<file path="src/rtl/pta_pkg.sv">
package pta_pkg;

    localparam int PTR_W = 64;
    localparam int KEY_W = 128;

    typedef enum logic [1:0] {
        OP_SIGN  = 2'b00,
        OP_AUTH  = 2'b01,
        OP_STRIP = 2'b10,
        OP_RSVD  = 2'b11
    } op_e;

    typedef enum logic [1:0] {
        ST_IDLE = 2'b00,
        ST_RUN  = 2'b01,
        ST_RESP = 2'b10
    } state_e;

    typedef struct packed {
        logic [PTR_W-1:0] a;
        logic [PTR_W-1:0] b;
    } mix_t;

    function automatic mix_t mix_seed(logic [PTR_W-1:0] p, logic [PTR_W-1:0] c,
                                      logic [KEY_W-1:0] k);
        mix_t s;
        s.a = p ^ k[63:0];
        s.b = c ^ k[127:64];
        return s;
    endfunction

    function automatic mix_t mix_round(mix_t s, logic [PTR_W-1:0] k, logic [PTR_W-1:0] rc);
        mix_t n;
        logic [PTR_W-1:0] t;
        t   = s.a + s.b;
        n.b = {s.b[46:0], s.b[63:47]} ^ t;
        n.a = {t[31:0], t[63:32]} ^ k ^ rc;
        return n;
    endfunction

endpackage

</file>
<file path="src/rtl/pta_mix_core.sv">
module pta_mix_core
    import pta_pkg::*;
#(
    parameter int ROUNDS = 4
) (
    input  logic             clk,
    input  logic             rst,
    input  logic             load,
    input  logic [PTR_W-1:0] ptr_in,
    input  logic [PTR_W-1:0] ctx_in,
    input  logic [KEY_W-1:0] key_in,
    output logic             running,
    output logic             last,
    output logic [PTR_W-1:0] digest
);
    localparam int CNT_W = (ROUNDS > 1) ? $clog2(ROUNDS) : 1;

    mix_t             st_q;
    logic [KEY_W-1:0] key_q;
    logic [CNT_W-1:0] cnt_q;
    logic [PTR_W-1:0] round_key;

    assign last      = running && (cnt_q == CNT_W'(ROUNDS - 1));
    assign round_key = cnt_q[0] ? key_q[127:64] : key_q[63:0];
    assign digest    = st_q.a ^ st_q.b;

    always_ff @(posedge clk) begin
        if (rst) begin
            running <= 1'b0;
            cnt_q   <= '0;
            st_q    <= '0;
            key_q   <= '0;
        end else if (load) begin
            running <= 1'b1;
            cnt_q   <= '0;
            st_q    <= mix_seed(ptr_in, ctx_in, key_in);
            key_q   <= key_in;
        end else if (running) begin
            st_q  <= mix_round(st_q, round_key, PTR_W'(cnt_q));
            cnt_q <= cnt_q + 1'b1;
            if (last) running <= 1'b0;
        end
    end
endmodule

</file>
<file path="src/rtl/pta_fmt.sv">
module pta_fmt
    import pta_pkg::*;
#(
    parameter int VA_W = 48
) (
    input  op_e              op,
    input  logic [PTR_W-1:0] ptr,
    input  logic [PTR_W-1:0] digest,
    output logic [PTR_W-1:0] out_ptr,
    output logic             poison
);
    localparam int TAG_W = PTR_W - VA_W;

    logic [VA_W-1:0]  addr;
    logic [PTR_W-1:0] canon;
    logic [PTR_W-1:0] signed_ptr;
    logic [TAG_W-1:0] tag;
    logic             is_canon;
    logic             tag_match;

    assign addr     = ptr[VA_W-1:0];
    assign canon    = {{TAG_W{addr[VA_W-1]}}, addr};
    assign is_canon = (&ptr[PTR_W-1:VA_W-1]) | ~(|ptr[PTR_W-1:VA_W-1]);

    always_comb begin
        tag = digest[TAG_W-1:0];
        if (tag[TAG_W-1:TAG_W-2] == 2'b10) tag[TAG_W-1:TAG_W-2] = 2'b11;
    end

    assign signed_ptr = {tag, addr};
    assign tag_match  = (ptr[PTR_W-1:VA_W] == tag);

    always_comb begin
        case (op)
            OP_SIGN: begin
                poison  = !is_canon;
                out_ptr = is_canon ? signed_ptr : {2'b10, signed_ptr[PTR_W-3:0]};
            end
            OP_AUTH: begin
                poison  = !tag_match;
                out_ptr = tag_match ? canon : {2'b10, canon[PTR_W-3:0]};
            end
            default: begin
                poison  = 1'b0;
                out_ptr = canon;
            end
        endcase
    end
endmodule

</file>
<file path="src/rtl/ptr_tag_unit.sv">
module ptr_tag_unit
    import pta_pkg::*;
#(
    parameter int VA_W   = 48,
    parameter int ROUNDS = 4
) (
    input  logic         clk,
    input  logic         rst,
    input  logic         req_valid,
    output logic         req_ready,
    input  logic [1:0]   req_op,
    input  logic [63:0]  req_ptr,
    input  logic [63:0]  req_ctx,
    input  logic [127:0] req_key,
    output logic         rsp_valid,
    input  logic         rsp_ready,
    output logic [63:0]  rsp_ptr,
    output logic         error_flag,
    output logic         busy
);
    localparam int TAG_W = PTR_W - VA_W;

    state_e           state_q;
    op_e              op_q;
    logic [PTR_W-1:0] ptr_q;
    logic [PTR_W-1:0] req_canon;
    logic [PTR_W-1:0] digest;
    logic             accept;
    logic             needs_mix;
    logic             mix_last;
    logic             mix_running;
    logic             poison;

    assign req_ready = (state_q == ST_IDLE);
    assign accept    = req_valid && req_ready;
    assign needs_mix = (op_e'(req_op) == OP_SIGN) || (op_e'(req_op) == OP_AUTH);
    assign req_canon = {{TAG_W{req_ptr[VA_W-1]}}, req_ptr[VA_W-1:0]};

    pta_mix_core #(.ROUNDS(ROUNDS)) u_mix (
        .clk     (clk),
        .rst     (rst),
        .load    (accept && needs_mix),
        .ptr_in  (req_canon),
        .ctx_in  (req_ctx),
        .key_in  (req_key),
        .running (mix_running),
        .last    (mix_last),
        .digest  (digest)
    );

    pta_fmt #(.VA_W(VA_W)) u_fmt (
        .op      (op_q),
        .ptr     (ptr_q),
        .digest  (digest),
        .out_ptr (rsp_ptr),
        .poison  (poison)
    );

    always_ff @(posedge clk) begin
        if (rst) begin
            state_q <= ST_IDLE;
            op_q    <= OP_STRIP;
            ptr_q   <= '0;
        end else begin
            case (state_q)
                ST_IDLE: if (accept) begin
                    op_q    <= op_e'(req_op);
                    ptr_q   <= req_ptr;
                    state_q <= needs_mix ? ST_RUN : ST_RESP;
                end
                ST_RUN:  if (mix_last) state_q <= ST_RESP;
                ST_RESP: if (rsp_ready) state_q <= ST_IDLE;
                default: state_q <= ST_IDLE;
            endcase
        end
    end

    assign rsp_valid  = (state_q == ST_RESP);
    assign error_flag = rsp_valid && poison;
    assign busy       = mix_running;
endmodule

</file>
<file path="config.mk">
export PLATFORM = sky130hd
export DESIGN_NAME = ptr_tag_unit
export DESIGN_NICKNAME = d
export VERILOG_FILES = /design/src/rtl/pta_pkg.sv /design/src/rtl/pta_mix_core.sv /design/src/rtl/pta_fmt.sv /design/src/rtl/ptr_tag_unit.sv
export SDC_FILE = /design/constraint.sdc
export NUM_CORES = 1
export LEC_CHECK = 0
export BUFFER_PORTS_ARGS = -buffer_cell sky130_fd_sc_hd__buf_4
export CAP_MARGIN = 20
export CORE_MARGIN = 2
export CORE_UTILIZATION = 25
export CTS_CLUSTER_DIAMETER = 50
export DETAILED_ROUTE_END_ITERATION = 16
export GPL_TIMING_DRIVEN = 0
export SLEW_MARGIN = 30
export SYNTH_ARGS = -nofsm -noshare
export SYNTH_HDL_FRONTEND = slang
export SYNTH_SLANG_ARGS = --single-unit
</file>
<file path="constraint.sdc">
create_clock -name clk -period 8.7 [get_ports clk]
set_clock_uncertainty 0.15 [all_clocks]
set_input_delay 1.74 -clock clk [delete_from_list [all_inputs] [get_ports clk]]
set_output_delay 1.74 -clock clk [all_outputs]
set_load 0.05 [all_outputs]
</file>
==> results_dict.tcl <==
set metrics [dict create \
    status "finished, final reports clean" \
    insertion_delay_ps 610 \
    clk_pin_slew_worst_paths_ps 60 \
    crit_type "reg -> reg" \
    first_pass_iters 6 \
    power_frac_seq 0.305 \
    switching_share 0.374 \
    netSwitchingPower_mw 2.15 \
    maxCapViolations 0 \
    p_comb_frac 0.312 \
    syn_nets 2834 \
    ios 330 \
    clock-sinks 327 \
    slew_viol_final 0 \
    postCtsSetupRepairBufs 0 \
    syn-instance-count 2507 \
    intPower_mw 3.60 \
    syn-cell-area_um2 20000 \
    ys_types 77 \
    worst-path-buf-inv 1 \
    synth_flop_cell "dfxtp_1" \
    crit_chain "ha_1 > inv_1 > fa_1 > nor2b_1 > o2111ai_1 > a21bo_2 > a2111oi_2 > nor2_1 > o31ai_1 > a31oi_1 > xnor2_1 > xor2_1 > nor2_1 > o32ai_1" \
    vias_per_cell 5.07 \
    die_w_um 287 \
    cp_top_family "compound AO/OA/AOI/OAI gates" \
    grt_max_degree 14 \
    hpwlAfterDp_um 81200 \
    rsz0062_at_grt "no" \
    grt_usage 0.234 \
    worst_setup_path_start_kind "flop" \
    yosysWarnings 0 \
    power.share.clock 0.384 \
    p_total_mw 5.76 \
    yosys_register_bits 327 \
    io_buffer_count 328 \
    min_period_ps 4940 \
    gp_congestion 1.06 \
    synthArstFlopShare 0 \
    slew_headroom 0.245 \
    path_max_fanout 3 \
    drc 0 \
    crit_path_end_kind "flop" \
    worstHoldStart "u_mix.key_q[3]" \
    drive_gt1_frac 0.185 \
    critPathMaxStageDelay_ps 760 \
    post_cts_resize_count 0 \
    cp.arrival_ps 5220 \
    synth-edff-count 0 \
    avgSynthCellArea_um2 7.96 \
    ys_seq_area_frac 0.328 \
    rows 103 \
    syn_to_final_growth_pct 28.1 \
    required_ps 8980 \
    via_count 20200 \
    setup_violations 0 \
    numCtsBuffers 51 \
    htreeDepth 2 \
    synth_top_cell_by_area "dfxtp_1" \
    dr.first_iter.drc_count 1926 \
    synth_area_leaders "dfxtp_1 (33%), nand2_1 (9.1%), xnor2_1 (8.7%)" \
    ir_drop_v 0.000137 \
    postLayoutCoreUtil 0.324 \
    cts.path.max_buffers 3 \
    finalSetupTns_ps 0 \
    grt_pass1_vias 19300 \
    wire_per_inst_um 25.0 \
    antenna_found_initial 5 \
    cp-startpoint "u_mix.st_q[0]" \
    ctsHoldBuffers 0 \
    fmax_mhz 203 \
    nets 3215 \
    overflow 0 \
    path_common_cell "nor2_1" \
    power_density_nw_per_um2 225 \
    final.period_utilization 0.567 \
    cts_tree "built" \
    worstReg2RegStart "u_mix.st_q[0]" \
    worst_pin_slew_ps 1130 \
    hold_violations 0 \
    dieArea_um2 82100 \
    die_h_um 287 \
    cp_slowest_cell "xnor2_1" \
    leakagePower_nw 10.3 \
    core_area_um2 79000 \
    grt_first_pass_wirelength_um 138000 \
    cts-root-buf "clkbuf_16" \
    hold-worst-slack_ps 302 \
    drt-total-wl_um 99700 \
    initial_utilization 0.253 \
    synth_top_area_share 0.328 \
    antenna_left 0 \
    hold_path_class "reg -> reg" \
]
## final timing paths
path | depth (start not counted) | slack (ps) | to
worst max-delay path | 14 | 3760 | u_mix.st_q[36]
worst min-delay path | 2 | 300 | u_mix.key_q[3]
worst max register to register | 14 | 3760 | u_mix.st_q[36]
worst min register to register | 2 | 300 | u_mix.key_q[3]
## placed cells by master (no fill, tap or decap), drive strengths merged, types with 64 or more instances in the layout
cell type,netlist,routed
nand2,484,484
buf,108,436
dfxtp,327,327
a21oi,320,320
xnor2,200,200
clkbuf,117,181
nor2,172,172
xor2,122,122
mux2i,115,115
a211oi,101,101
ha,64,64
## power by group through the flow
stage | combinational (mW) | clock, mW | sequential, mW
floorplan | 1.06 | 0 | 1.72
global placement | 1.74 | 0 | 1.78
detailed placement | 1.75 | 0 | 1.78
CTS | 1.76 | 2.23 | 1.75
global route | 1.87 | 2.30 | 1.76
finish | 1.79 | 2.21 | 1.76
## state kept, by name (all words and copies together), names as in the netlist
name           cells
u_mix.key_q      128
u_mix.st_q       128
ptr_q             64
op_q               2
state_q            2
u_mix.cnt_q        2
u_mix.running      1
## final cells by class
class | count | area (um^2)
antenna | 2 | 5.00
timing repair buffer | 328 | 2460
clock buffer | 64 | 1380
buffer | 225 | 1100
clock inverter | 31 | 429
tap | 1050 | 1310
inverter | 22 | 82.6
fill | 8537 | 53400
sequential | 327 | 6550
multi-input combinational | 1933 | 12300
## layer usage
layer / track usage / vias up / wire length (um)
li1: - / 9392 / -
met1: 0.298 / 9653 / 41200
met2: 0.373 / 900 / 44700
met3: 0.0440 / 224 / 7760
met4: 0.123 / 0 / 6030
met5: 0 / - / 0
## per-stage QoR
stage	worst slack, ps	instances	area (um^2)
2_1_floorplan	4680	2507	20000
3_3_place_gp	3750	3885	23700
3_5_place_dp	3880	3885	23800
4_1_cts	3860	3980	25600
5_1_grt	3740	3980	25600
6_report	3760	3982	25600
## worst register-to-register path, cell delays in order (launching register included)
cell	delay [ps]
dfxtp_1	400
ha_1	210
inv_1	70
fa_1	410
nor2b_1	170
o2111ai_1	180
a21bo_2	270
a2111oi_2	660
nor2_1	160
o31ai_1	510
a31oi_1	180
xnor2_1	760
xor2_1	150
nor2_1	360
o32ai_1	140
## cells in the mapped netlist, types with 11 or more instances
cell / number
nand2_1: 483
dfxtp_1: 327
a21oi_1: 317
xnor2_1: 199
nor2_1: 172
xor2_1: 122
clkbuf_1: 115
mux2i_1: 115
a211oi_1: 99
ha_1: 64
o21ai_0: 54
a21o_1: 52
buf_4: 48
buf_2: 30
buf_1: 28
nand4_1: 28
nor3_1: 27
inv_1: 22
o21bai_1: 17
a31oi_1: 15
a221oi_1: 11
nand3_1: 11
## kinds of logic (layout without fill, tap and decap cells)
kind of cell    count (synthesis)  in the layout  share of synthesized area
fa+ha+maj                      65             65                     0.0411
flops                         327            327                      0.328
other cells                     0              2                          0
buf+inv                       247            670                     0.0584
simple gates                  773            773                      0.159
mux                           118            118                     0.0594
xor+xnor                      328            328                      0.148
compound gates                649            649                      0.205
(Power assumes the default switching activity.)
